**src/rtl/core_timer_pkg.sv**
```systemverilog
package core_timer_pkg;

  localparam int DATA_W  = 32;
  localparam int PRE_W   = 8;
  localparam int PRE_LSB = 8;
  localparam int ADDR_W  = 5;
  localparam int IDX_W   = ADDR_W - 2;

  localparam int BIT_EN  = 0;
  localparam int BIT_PER = 1;
  localparam int BIT_IE  = 2;

  localparam logic [IDX_W-1:0] IDX_LOAD  = IDX_W'(0);
  localparam logic [IDX_W-1:0] IDX_COUNT = IDX_W'(1);
  localparam logic [IDX_W-1:0] IDX_CTRL  = IDX_W'(2);
  localparam logic [IDX_W-1:0] IDX_FLAG  = IDX_W'(3);

  typedef struct packed {
    logic             per;
    logic [PRE_W-1:0] pre;
  } tmrCfg_t;

  typedef struct packed {
    logic              loadWe;
    logic              countWe;
    logic [DATA_W-1:0] value;
    logic              runSet;
    logic              runClr;
    logic              divRestart;
    logic              freeze;
  } dpStrobe_t;

endpackage

```
**src/rtl/core_timer_ctrl.sv**
```systemverilog
module core_timer_ctrl
  import core_timer_pkg::*;
(
  input  logic              clk,
  input  logic              rstN,
  input  logic              busSel,
  input  logic              busWr,
  input  logic [ADDR_W-1:0] busAddr,
  input  logic [DATA_W-1:0] busWdata,
  output logic [DATA_W-1:0] busRdata,
  input  logic [DATA_W-1:0] loadVal,
  input  logic [DATA_W-1:0] countVal,
  input  logic              running,
  input  logic              expire,
  output dpStrobe_t         strobe,
  output tmrCfg_t           cfg,
  output logic              flag,
  output logic              irq,
  output logic              ctrlEn
);

  localparam logic [DATA_W-1:0] ZERO_W = '0;

  logic             ctrlPer;
  logic             ctrlIe;
  logic [PRE_W-1:0] ctrlPre;

  logic             aligned;
  logic [IDX_W-1:0] regIdx;
  logic             wrHit;
  logic             rdHit;
  logic             preNz;
  logic             wrDataNz;

  // control-write decode
  logic [PRE_W-1:0]  newPre;
  logic              newEn;
  logic              newPer;
  logic              modeChg;
  logic              refillZero;
  logic [DATA_W-1:0] ctrlEffCount;
  logic              ctrlStart;

  // count-write decode
  logic              cntSubst;
  logic [DATA_W-1:0] cntEff;
  logic              cntStart;

  // load-write decode
  logic              ldStart;

  assign aligned  = (busAddr[1:0] == 2'b00);
  assign regIdx   = busAddr[ADDR_W-1:2];
  assign wrHit    = busSel && busWr && aligned;
  assign rdHit    = busSel && !busWr && aligned;
  assign preNz    = (ctrlPre != '0);
  assign wrDataNz = (busWdata != ZERO_W);

  assign ldStart = ctrlEn && (preNz || wrDataNz);

  assign cntSubst = ctrlEn && ctrlPer && !preNz && !wrDataNz;
  assign cntEff   = cntSubst ? loadVal : busWdata;
  assign cntStart = ctrlEn && (preNz || (cntEff != ZERO_W));

  assign newPre       = busWdata[PRE_LSB +: PRE_W];
  assign newEn        = busWdata[BIT_EN];
  assign newPer       = busWdata[BIT_PER];
  assign modeChg      = (newEn != ctrlEn) || (newPer != ctrlPer);
  assign refillZero   = newEn && newPer && (countVal == ZERO_W);
  assign ctrlEffCount = refillZero ? loadVal : countVal;
  assign ctrlStart    = newEn && ((newPre != '0) || (ctrlEffCount != ZERO_W));

  always_comb begin
    strobe       = '0;
    strobe.value = busWdata;
    if (wrHit) begin
      unique case (regIdx)
        IDX_LOAD: begin
          strobe.loadWe     = 1'b1;
          strobe.countWe    = 1'b1;
          strobe.freeze     = 1'b1;
          strobe.runSet     = ldStart;
          strobe.runClr     = !ldStart;
          strobe.divRestart = ldStart;
        end
        IDX_COUNT: begin
          strobe.countWe    = 1'b1;
          strobe.value      = cntEff;
          strobe.freeze     = 1'b1;
          strobe.runSet     = cntStart;
          strobe.runClr     = !cntStart;
          strobe.divRestart = cntStart;
        end
        IDX_CTRL: begin
          strobe.countWe    = refillZero;
          strobe.value      = loadVal;
          strobe.freeze     = 1'b1;
          strobe.runSet     = ctrlStart;
          strobe.runClr     = !ctrlStart;
          strobe.divRestart = ctrlStart && (!running || modeChg);
        end
        default: ;
      endcase
    end
  end

  always_ff @(posedge clk or negedge rstN) begin
    if (!rstN) begin
      ctrlEn  <= 1'b0;
      ctrlPer <= 1'b0;
      ctrlIe  <= 1'b0;
      ctrlPre <= '0;
    end else if (wrHit && (regIdx == IDX_CTRL)) begin
      ctrlEn  <= newEn;
      ctrlPer <= newPer;
      ctrlIe  <= busWdata[BIT_IE];
      ctrlPre <= newPre;
    end
  end

  // expiry wins over a same-cycle clear
  always_ff @(posedge clk or negedge rstN) begin
    if (!rstN) begin
      flag <= 1'b0;
    end else if (expire) begin
      flag <= 1'b1;
    end else if (wrHit && (regIdx == IDX_FLAG) && busWdata[0]) begin
      flag <= 1'b0;
    end
  end

  assign cfg.per = ctrlPer;
  assign cfg.pre = ctrlPre;
  assign irq     = flag && ctrlIe;

  always_comb begin
    busRdata = '0;
    if (rdHit) begin
      unique case (regIdx)
        IDX_LOAD:  busRdata = loadVal;
        IDX_COUNT: busRdata = countVal;
        IDX_CTRL: begin
          busRdata[BIT_EN]              = ctrlEn;
          busRdata[BIT_PER]             = ctrlPer;
          busRdata[BIT_IE]              = ctrlIe;
          busRdata[PRE_LSB +: PRE_W]    = ctrlPre;
        end
        IDX_FLAG:  busRdata[0] = flag;
        default:   busRdata = '0;
      endcase
    end
  end

endmodule

```
**src/rtl/core_timer_datapath.sv**
```systemverilog
module core_timer_datapath
  import core_timer_pkg::*;
(
  input  logic              clk,
  input  logic              rstN,
  input  dpStrobe_t         strobe,
  input  tmrCfg_t           cfg,
  output logic [DATA_W-1:0] loadVal,
  output logic [DATA_W-1:0] countVal,
  output logic              running,
  output logic              expire
);

  localparam logic [DATA_W-1:0] ONE_W  = DATA_W'(1);
  localparam logic [DATA_W-1:0] ZERO_W = '0;

  logic [PRE_W-1:0] divCnt;
  logic             tickNow;
  logic             atOne;
  logic             atZero;
  logic             loadZero;
  logic             preZero;
  logic             haltAtEnd;
  logic             stopNow;

  assign tickNow   = running && !strobe.freeze && (divCnt >= cfg.pre);
  assign atOne     = (countVal == ONE_W);
  assign atZero    = (countVal == ZERO_W);
  assign loadZero  = (loadVal == ZERO_W);
  assign preZero   = (cfg.pre == '0);
  assign haltAtEnd = !cfg.per || (preZero && loadZero);
  assign stopNow   = (atOne || atZero) && haltAtEnd;
  assign expire    = tickNow && (atOne || (atZero && (!cfg.per || loadZero)));

  always_ff @(posedge clk or negedge rstN) begin
    if (!rstN) begin
      loadVal <= '0;
    end else if (strobe.loadWe) begin
      loadVal <= strobe.value;
    end
  end

  always_ff @(posedge clk or negedge rstN) begin
    if (!rstN) begin
      countVal <= '0;
    end else if (strobe.countWe) begin
      countVal <= strobe.value;
    end else if (tickNow) begin
      if (!atZero) begin
        countVal <= countVal - ONE_W;
      end else if (cfg.per) begin
        countVal <= loadVal;
      end
    end
  end

  always_ff @(posedge clk or negedge rstN) begin
    if (!rstN) begin
      running <= 1'b0;
    end else if (strobe.runClr) begin
      running <= 1'b0;
    end else if (strobe.runSet) begin
      running <= 1'b1;
    end else if (tickNow && stopNow) begin
      running <= 1'b0;
    end
  end

  always_ff @(posedge clk or negedge rstN) begin
    if (!rstN) begin
      divCnt <= '0;
    end else if (strobe.divRestart || tickNow) begin
      divCnt <= '0;
    end else if (running && !strobe.freeze) begin
      divCnt <= divCnt + PRE_W'(1);
    end
  end

endmodule

```
**src/rtl/core_private_timer.sv**
```systemverilog
module core_private_timer
  import core_timer_pkg::*;
(
  input  logic              clk,
  input  logic              rstN,
  input  logic              busSel,
  input  logic              busWr,
  input  logic [ADDR_W-1:0] busAddr,
  input  logic [DATA_W-1:0] busWdata,
  output logic [DATA_W-1:0] busRdata,
  output logic              irq
);

  dpStrobe_t         strobe;
  tmrCfg_t           cfg;
  logic [DATA_W-1:0] loadVal;
  logic [DATA_W-1:0] countVal;
  logic              running;
  logic              expire;
  logic              flag;
  logic              ctrlEn;

  core_timer_ctrl u_ctrl (
    .clk      (clk),
    .rstN     (rstN),
    .busSel   (busSel),
    .busWr    (busWr),
    .busAddr  (busAddr),
    .busWdata (busWdata),
    .busRdata (busRdata),
    .loadVal  (loadVal),
    .countVal (countVal),
    .running  (running),
    .expire   (expire),
    .strobe   (strobe),
    .cfg      (cfg),
    .flag     (flag),
    .irq      (irq),
    .ctrlEn   (ctrlEn)
  );

  core_timer_datapath u_dp (
    .clk      (clk),
    .rstN     (rstN),
    .strobe   (strobe),
    .cfg      (cfg),
    .loadVal  (loadVal),
    .countVal (countVal),
    .running  (running),
    .expire   (expire)
  );

endmodule

```
**config.mk**
```make
export PLATFORM = sky130hd
export DESIGN_NAME = core_private_timer
export DESIGN_NICKNAME = d
export VERILOG_FILES = /design/src/rtl/core_timer_pkg.sv /design/src/rtl/core_timer_ctrl.sv /design/src/rtl/core_timer_datapath.sv /design/src/rtl/core_private_timer.sv
export SDC_FILE = /design/constraint.sdc
export NUM_CORES = 1
export LEC_CHECK = 0
export BUFFER_PORTS_ARGS = -buffer_cell sky130_fd_sc_hd__buf_2
export CAP_MARGIN = 10
export CORE_MARGIN = 5
export CORE_UTILIZATION = 45
export DETAILED_ROUTE_END_ITERATION = 16
export PLACE_DENSITY = 0.68
export SYNTH_ARGS = -nofsm -noshare
export SYNTH_HDL_FRONTEND = slang
export SYNTH_SLANG_ARGS = --single-unit
```
**constraint.sdc**
```tcl
create_clock -name clk -period 5 [get_ports clk]
set_input_delay 1 -clock clk [delete_from_list [all_inputs] [get_ports clk]]
set_output_delay 1 -clock clk [all_outputs]
set_load 0.05 [all_outputs]
```
Word-level counts from Yosys, hierarchy flattened
Index checks and enable logic that the tools add are counted.

storage, ports and cells
  bits in registers = 85
  input bits = 41
  output and inout port bits = 33
  logic and storage cells = 102

operators by class
  add/subtract/negate cells = 2
  order comparisons = 1
  equality and inequality tests = 7
  multiplexer cells = 24
  reductions and logical operators = 59

operators with widths
  cell                                                                  number
  32-bit two-way mux                                                    7
  32-bit nonzero test                                                   3
  32-bit zero test                                                      2
  32-bit case mux with 2 select lines                                   1
  38-bit two-way mux                                                    1
  32-bit by 1-bit == test with 1-bit output, second input constant      1
  16-bit case mux with 2 select lines                                   1
  32-bit by 1-bit subtractor with 32-bit output, second input constant  1
  1-bit logical AND                                                     24
  8-bit case mux with 3 select lines                                    1
  8-bit two-way mux                                                     2
  8-bit nonzero test                                                    2
  4-bit case mux with 3 select lines                                    1
  1-bit logical OR                                                      10
  5-bit case mux with 2 select lines                                    1
  1-bit zero test                                                       9
  8-bit by 1-bit adder with 8-bit output, second input constant         1
  8-bit >= comparator                                                   1
  8-bit zero test                                                       1
  3-bit by 2-bit == test with 1-bit output, second input constant       2
  1-bit two-way mux                                                     6
  2-bit case mux with 3 select lines                                    1
  2-bit nonzero test                                                    3
  1-bit case mux with 4 select lines                                    1
  9 further kinds                                                       10

Longest topological paths before layout
Gate-level depths: netlist (run 1).

  depth after elaboration = 18
  gate-level depth with buffers = 10
  depth with buffers taken out = 9

By module
Synthesis (run 1) repeated with hierarchy kept, for this count alone.

unflattened totals
  cells, all modules = 689
  area total of the unflattened synthesis = 6145.9 sq um

by module, submodules not included
  module               times used  cells an instance  area an instance (sq um)  sequential area each (sq um)
  core_timer_datapath  1           461                4310.4                    1826.8
  core_timer_ctrl      1           228                1835.5                    300.3

Worst setup path before layout (run 1)
Ideal clock, no wire load.

  path kind = input -> output
  from = input busWr
  to = output busRdata[0]
  arrival = 2.959 ns
  data required time = 4.000 ns
  slack = 1.041 ns
  stages = 3
  path buffers = 1
  cell sequence = or4b_2 > clkbuf_1 > nor3b_1

between the ends
  longest elaborated chain between the ends = 4

RTL lines
  item                             RTL line                  RTL
  from (decl)                      core_private_timer.sv:7   input logic busWr,
  1-bit zero test                  core_timer_ctrl.sv:55     assign rdHit = busSel && !busWr && aligned;
  1-bit logical AND (2 in series)  core_timer_ctrl.sv:55
  32-bit two-way mux               core_timer_ctrl.sv:138    if (rdHit) begin
  to (decl)                        core_private_timer.sv:10  output logic [DATA_W-1:0] busRdata,

Every way passes these cells.

Worst setup path after layout (run 1)
  from = input busWr
  to = output busRdata[12]

The elaborated chain is that of the path after synthesis.

==> key figures, run 1 <==
Drt
  – DRT iter0 DRCs: approximately 800
  – Post-DR wirelength/cell: ~21 um
  – Length of the first detailed-routing pass in iterations: 6
  – Via Count: 5846
  – Post-route antenna net violation count: 0
  – DRC: 0
  – Drt total wl: a little under 20 mm
  – Vias per inst: around 6.4

Final layout
  – Commonest non-fill, non-tap cell in the layout: nor2_1
  – Antenna diodes: 0
  – Final nets: 784
  – Fillers: between 1000 and 1500
  – Commonest cells after routing, fill and taps aside: nor2_1, dfrtp_1, buf_2
  – Layout cell share with drive strength beyond 1: between 20% and 30%
  – Area Growth Syn to Fin: 12.33%
  – Fin cells: 912

Clock tree
  – # hold bufs at CTS: 0
  – # resized after CTS: 0
  – H-tree levels: 3
  – Clock net sink count: between 80 and 90
  – Clock slew at reported path FFs: about 60 ps
  – CTS root buf: clkbuf_16
  – Post-CTS Setup Inserts: 0
  – Skew-Pair Late Insertion Delay: ~350 ps
  – Clock Tree Buf Depth: 2
  – Num CTS Buffers: 9
  – CTS tree: yes

STA
  – Setup TNS: 0 ps
  – Final period utilization: 79.55%
  – RSZ-0062 raised after global routing: false
  – Worst slew pin tran: 1183 ps
  – Final Hold Fails: 0
  – # setup viols final: 0
  – Highest clock rate: 251.4 MHz
  – Tmin final: just under 4000 ps
  – Worst slew margin: roughly a fifth
  – Final setup skew: ~4.5 ps
  – Slew Viols, Final: 0

Job
  – Max-cap viol count: 0

Logic synthesis
  – Dominant synthesized flop cell: dfrtp_1
  – Area contributors post-synth: dfrtp_1, nor2_1, a22oi_1
  – Number of flops mapped to enable cells by yosys: 0
  – Ys async rst share: 100.0%
  – Syn. warnings: 0
  – Share of Yosys cell area claimed by the top area cell type: ~36%
  – Number of distinct library cells after synthesis: 71
  – Area leader, netlist: dfrtp_1
  – Synth Area per Inst: 8.694 um2
  – Sequential-to-total area share from yosys stat: about 36%
  – Mapped Nets: 737
  – Seq cells post-synth: 85
  – Cells after Synth: 684
  – Cell Area, Synth: between 0.005 and 0.006 mm2

Global routing
  – Total GRT Usage: 24.90%
  – Largest net degree at the start of global routing: 59
  – First-pass GRT wire length: ~31 mm
  – Number of global-route vias before repair: between 5000 and 6000
  – Number of antenna violations at the first check in global routing: 0
  – Grt ovf: 0

Worst setup path
  – Worst path max stage delay: between 900 and 1000 ps
  – Worst-case reg-to-reg path depth: 9
  – CP Buf/Inv Count: 2
  – CP Max Fanout: 23
  – Critical-path cell list: buf_2 -> or4b_2 -> a211o_1 -> nor2_1 -> buf_2
  – Setup crit end kind: primary output
  – CP dominant cell by count: buf_2
  – WP depth: 5
  – Slowest-stage cell, CP: or4b_2
  – Required @ worst endpoint: 4000 ps
  – Setup CP Type: input pin to primary output
  – Cell family with the largest share of critical-path delay: simple AND/OR/NAND/NOR gates
  – Type of origin of the critical path: input pin
  – Critical path arrival: 2980 ps

Pwr
  – Power per Cell Area: 399.4 mW/mm2
  – IR drop worst, VDD: approximately 0.18 mV
  – Final Power: approximately 2.7 mW
  – Leak: ~2.9 nW

Floorplan
  – Die Width: approximately 120 um
  – Initial core utilization: around 45%
  – FP Rows: 42
  – Die Footprint: between 0.015 and 0.02 mm2
  – IO Count: between 70 and 80
  – Die Y: between 100 and 150 um
  – Core area: between 0.01 and 0.015 mm2

Placed design
  – Routability congestion estimate: between 0.9 and 1
  – IO buf count: 73
  – Dpl cells: 896
  – Final HPWL DP: roughly 14 mm

Status
  – Outcome: complete, no violations

Min path
  – Hold Crit Depth: 2
  – Min-delay worst type: flip-flop to flip-flop
-- logic make-up after synthesis --
| family | Yosys count | share of synthesized area (%) |
|---|---|---|
| fa+ha+maj | 12 | 2.525 |
| simple gates | 257 | 21.42 |
| buf+inv | 62 | 4.776 |
| compound gates | 206 | 24.89 |
| mux | 37 | 6.943 |
| flops | 85 | 35.77 |
| xor+xnor | 25 | 3.682 |
-- flip-flops by register name, summed over array words and instances (netlist names) --
signal	flops
u_ctrl.ctrlEn	1
u_ctrl.ctrlIe	1
u_ctrl.ctrlPer	1
u_ctrl.ctrlPre	8
u_ctrl.flag	1
u_dp.countVal	32
u_dp.divCnt	8
u_dp.loadVal	32
u_dp.running	1
-- report_power, final --
part | internal (mW) | leakage [nW] | switching, mW
Combinational | 0.382 | 1.64 | 0.442
Sequential | 0.862 | 1.09 | 0.294
Clock | 0.400 | 0.143 | 0.288
Total | 1.64 | 2.87 | 1.02
-- final timing paths --
path                                endpoint               from  slack [ps]
setup / recovery                busRdata[12]              busWr        1020
hold / removal              u_dp.loadVal[18]   u_dp.loadVal[18]         580
setup reg to reg           u_dp.countVal[21]  u_ctrl.ctrlPre[5]        1710
hold reg to reg             u_dp.loadVal[18]   u_dp.loadVal[18]         580
max in group asynchronous      u_ctrl.ctrlEn               rstN        3300
min in group asynchronous  u_ctrl.ctrlPre[0]               rstN         680
-- metrics by stage --
stage	cell area [um2]	hold WS (ps)	utilization [%]	worst slack (ps)
after floorplan	5947	473.5	-	1041
after global placement	6386	534.6	48.80	1050
after detailed placement	6386	555.1	48.80	1021
after CTS	6680	569.7	51.05	1020
after global routing	6680	595.4	51.05	891.7
final	6680	577.1	51.05	1022
-- tightest hold or removal path: stages, from the launching register on --
cell and delay (ps):
dfrtp_1 410, nand2_1 60, o21ai_0 70
-- metal layers --
layer	share of wire, %	vias up	GRT usage (%)
met2	45	285	38.18
met4	3.0	0	9.885
met3	7.8	51	4.051
met5	0	-	0
li1	-	2663	-
met1	44	2847	35.29
-- cells in the mapped netlist, types with 13 or more instances --
cell,n
a21oi_1,38
a22oi_1,45
buf_2,14
clkbuf_1,23
dfrtp_1,85
inv_1,15
mux2_2,24
nand2_1,65
nor2_1,95
nor3_1,14
nor4_1,21
o21ai_0,45
xor2_1,13
-- cell type report --
class                           count  area (um2)  share of cell area [%]
Sequential cell                    85        2127                   31.84
Tap cell                          176       220.2                   3.296
Clock buffer                       12       246.5                   3.690
Multi-Input combinational cell    537        3543                   53.04
Inverter                           16       60.06                  0.8990
Clock inverter                      4       47.55                  0.7117
Timing Repair Buffer               82       435.4                   6.518
Note: power is estimated with default switching activity, not from simulation.
==> run 2: changes to the inputs <==
--- a/config.mk
+++ b/config.mk
@@ -10,7 +10,7 @@
 export CORE_MARGIN = 5
 export CORE_UTILIZATION = 45
 export DETAILED_ROUTE_END_ITERATION = 16
-export PLACE_DENSITY = 0.68
+export PLACE_DENSITY = 0.71
 export SYNTH_ARGS = -nofsm -noshare
 export SYNTH_HDL_FRONTEND = slang
 export SYNTH_SLANG_ARGS = --single-unit
==> constraint.sdc (replaced) <==
create_clock -name clk -period 3.2 [get_ports clk]
set_input_delay 0.64 -clock clk [delete_from_list [all_inputs] [get_ports clk]]
set_output_delay 0.64 -clock clk [all_outputs]
set_load 0.05 [all_outputs]
==> run 2 against run 1 <==
  * Routed wire length fell by 2.7%
  * Power increased by 58%
  * Die area is the same
  * First-iteration DRC count is 18% lower
  * Largest cell class unchanged
==> key figures, run 2 (same netlist as run 1, synthesis figures left out) <==
Status
  – Outcome: complete, no violations

Drt
  – Vias per inst: 6.343 (-1.1%)
  – Post-DR wirelength/cell: 20.37 um (-4.4%)
  – DRC: 0 (unchanged)
  – Length of the first detailed-routing pass in iterations: 5 (-1)
  – Post-route antenna net violation count: 0 (unchanged)
  – DRT iter0 DRCs: 663 (-18%)
  – Drt total wl: 18.90 mm (-2.7%)
  – Via Count: 5886 (+0.68%)

Worst setup path
  – CP Max Fanout: 10 (-57%)
  – Critical path arrival: 2300 ps (-680 ps)
  – Setup CP Type: input pin to primary output
  – Type of origin of the critical path: input pin
  – Setup crit end kind: primary output
  – Worst-case reg-to-reg path depth: 7 (-2)
  – Required @ worst endpoint: 2560 ps (-1440 ps)

Final layout
  – Antenna diodes: 0 (unchanged)
  – Commonest non-fill, non-tap cell in the layout: nor2_1
  – Final nets: 800 (+2.0%)
  – Fillers: 1213 (-2.8%)
  – Top flop regs: u_dp.countVal (32), u_dp.loadVal (32)
  – Core Util, Final: 52.32% (+1.3 points)
  – Area Growth Syn to Fin: 15.13%
  – Layout cell share with drive strength beyond 1: 23.01% (+2.1 points)
  – Commonest cells after routing, fill and taps aside: nor2_1, dfrtp_1, buf_2

STA
  – RSZ-0062 raised after global routing: false
  – Setup TNS: 0 ps (unchanged)
  – Final period utilization: just over 90%
  – Highest clock rate: 340.4 MHz
  – Final setup skew: 10.28 ps (+5.737 ps)
  – Worst slew pin tran: 739.7 ps (-443.7 ps)
  – # setup viols final: 0 (unchanged)
  – Worst slew margin: 50.36% (+30 points)
  – Slew Viols, Final: 0 (unchanged)
  – Final Hold Fails: 0 (unchanged)
  – Tmin final: 2937 ps

Clock tree
  – Post-CTS Setup Inserts: 0 (unchanged)
  – Skew-Pair Late Insertion Delay: 350 ps (about the same)
  – CTS tree: yes
  – CTS root buf: clkbuf_16
  – Clock slew at reported path FFs: 70 ps (about the same)
  – Clock Tree Buf Depth: 2 (unchanged)
  – Clock net sink count: 85 (unchanged)
  – H-tree levels: 3 (unchanged)
  – Num CTS Buffers: 9 (unchanged)

Min path
  – Min-delay worst type: input pin to async pin

Pwr
  – Leak: 2.971 nW (+3.4%)
  – Power per Cell Area: 616.4 mW/mm2 (+54%)
  – IR drop worst, VDD: 0.2545 mV (+43%)

Placed design
  – Routability congestion estimate: 0.9669 (+6.4%)
  – IO buf count: 73 (unchanged)
  – Final HPWL DP: 13.48 mm (-1.3%)

Global routing
  – First-pass GRT wire length: 30.48 mm (-3.1%)
  – Grt ovf: 0 (unchanged)
  – Largest net degree at the start of global routing: 86 (+46%)
  – Number of antenna violations at the first check in global routing: 0 (unchanged)
  – Total GRT Usage: 23.84% (-1.1 points)
  – Number of global-route vias before repair: 5695 (-0.73%)

Floorplan
  – Die Y: 125.0 um (unchanged)
  – Die Width: 125.0 um (unchanged)
  – FP Rows: 42 (unchanged)
  – Initial core utilization: 45.45% (unchanged)
  – Die Footprint: 0.01562 mm2 (unchanged)
  – IO Count: 74 (unchanged)
  – Core area: 0.01309 mm2 (unchanged)

Job
  – Max-cap viol count: 0 (unchanged)
## run 2: cell types whose count changed in the layout (fill, tap and decap cells not counted), sizes merged
cell | previous run | this run
buf | 82 | 98
clkbuf | 12 | 13
clkinv | 2 | 1
## run 2: path summary, 6_finish.rpt
kind / slack, ps / startpoint / to
setup / recovery: 260 / busWr / busRdata[12]
hold / removal: 150 / rstN / u_ctrl.ctrlPre[6]
setup reg to reg: 270 / u_dp.countVal[11] / u_dp.countVal[17]
hold reg to reg: 550 / u_dp.countVal[12] / u_dp.countVal[12]
max in group asynchronous: 2380 / rstN / u_dp.loadVal[14]
min in group clk: 550 / u_dp.countVal[12] / u_dp.countVal[12]
## run 2: report_power, final
group          internal [mW]  total (mW)  leakage (nW)  switching (mW)
Combinational          0.623        1.33          1.73           0.710
Sequential              1.35        1.78          1.09           0.437
Clock                  0.668        1.10         0.152           0.434
Total                   2.64        4.22          2.97            1.58
## run 2: metal layers
layer	vias to the layer above	track usage, %	part of all wire [%]
met5	-	0	0
li1	2693	-	-
met2	275	37.01	46
met1	2875	33.61	44
met4	0	9.184	2.9
met3	43	3.753	7.1
## run 2: through the flow
stage / hold WS [ps] / std cells / power (mW) / instance area [um2] / setup WS (ps)
2_1_floorplan: 344.4 / 684 / 2.669 / 5952 / 23.91
3_3_place_gp: 529.2 / 911 / 3.043 / 6504 / 291.2
6_report: 150.9 / 928 / 4.220 / 6847 / 262.6
5_1_grt: 158.0 / 928 / 4.481 / 6847 / 83.51
3_5_place_dp: 538.6 / 911 / 3.101 / 6504 / 14.89
4_1_cts: 554.8 / 927 / 4.207 / 6817 / 4.540
## run 2: final cells by class
class | count | area (um2) | area share, %
Clock buffer | 13 | 270.3 | 3.947
Clock inverter | 3 | 42.54 | 0.6213
Inverter | 16 | 60.06 | 0.8772
Multi-Input combinational cell | 537 | 3551 | 51.86
Sequential cell | 85 | 2127 | 31.07
Tap cell | 176 | 220.2 | 3.216
Timing Repair Buffer | 98 | 575.6 | 8.406
## run 2: timing repair
action	CTS	global route
hold buffers	0	0
resized for setup	0	1
setup endpoints to repair	0	13
## run 2: critical path, cell delays in order
cell     delay (ps)
buf_2           100
or4b_2          720
a211o_1         400
nor2_1          160
buf_2           270
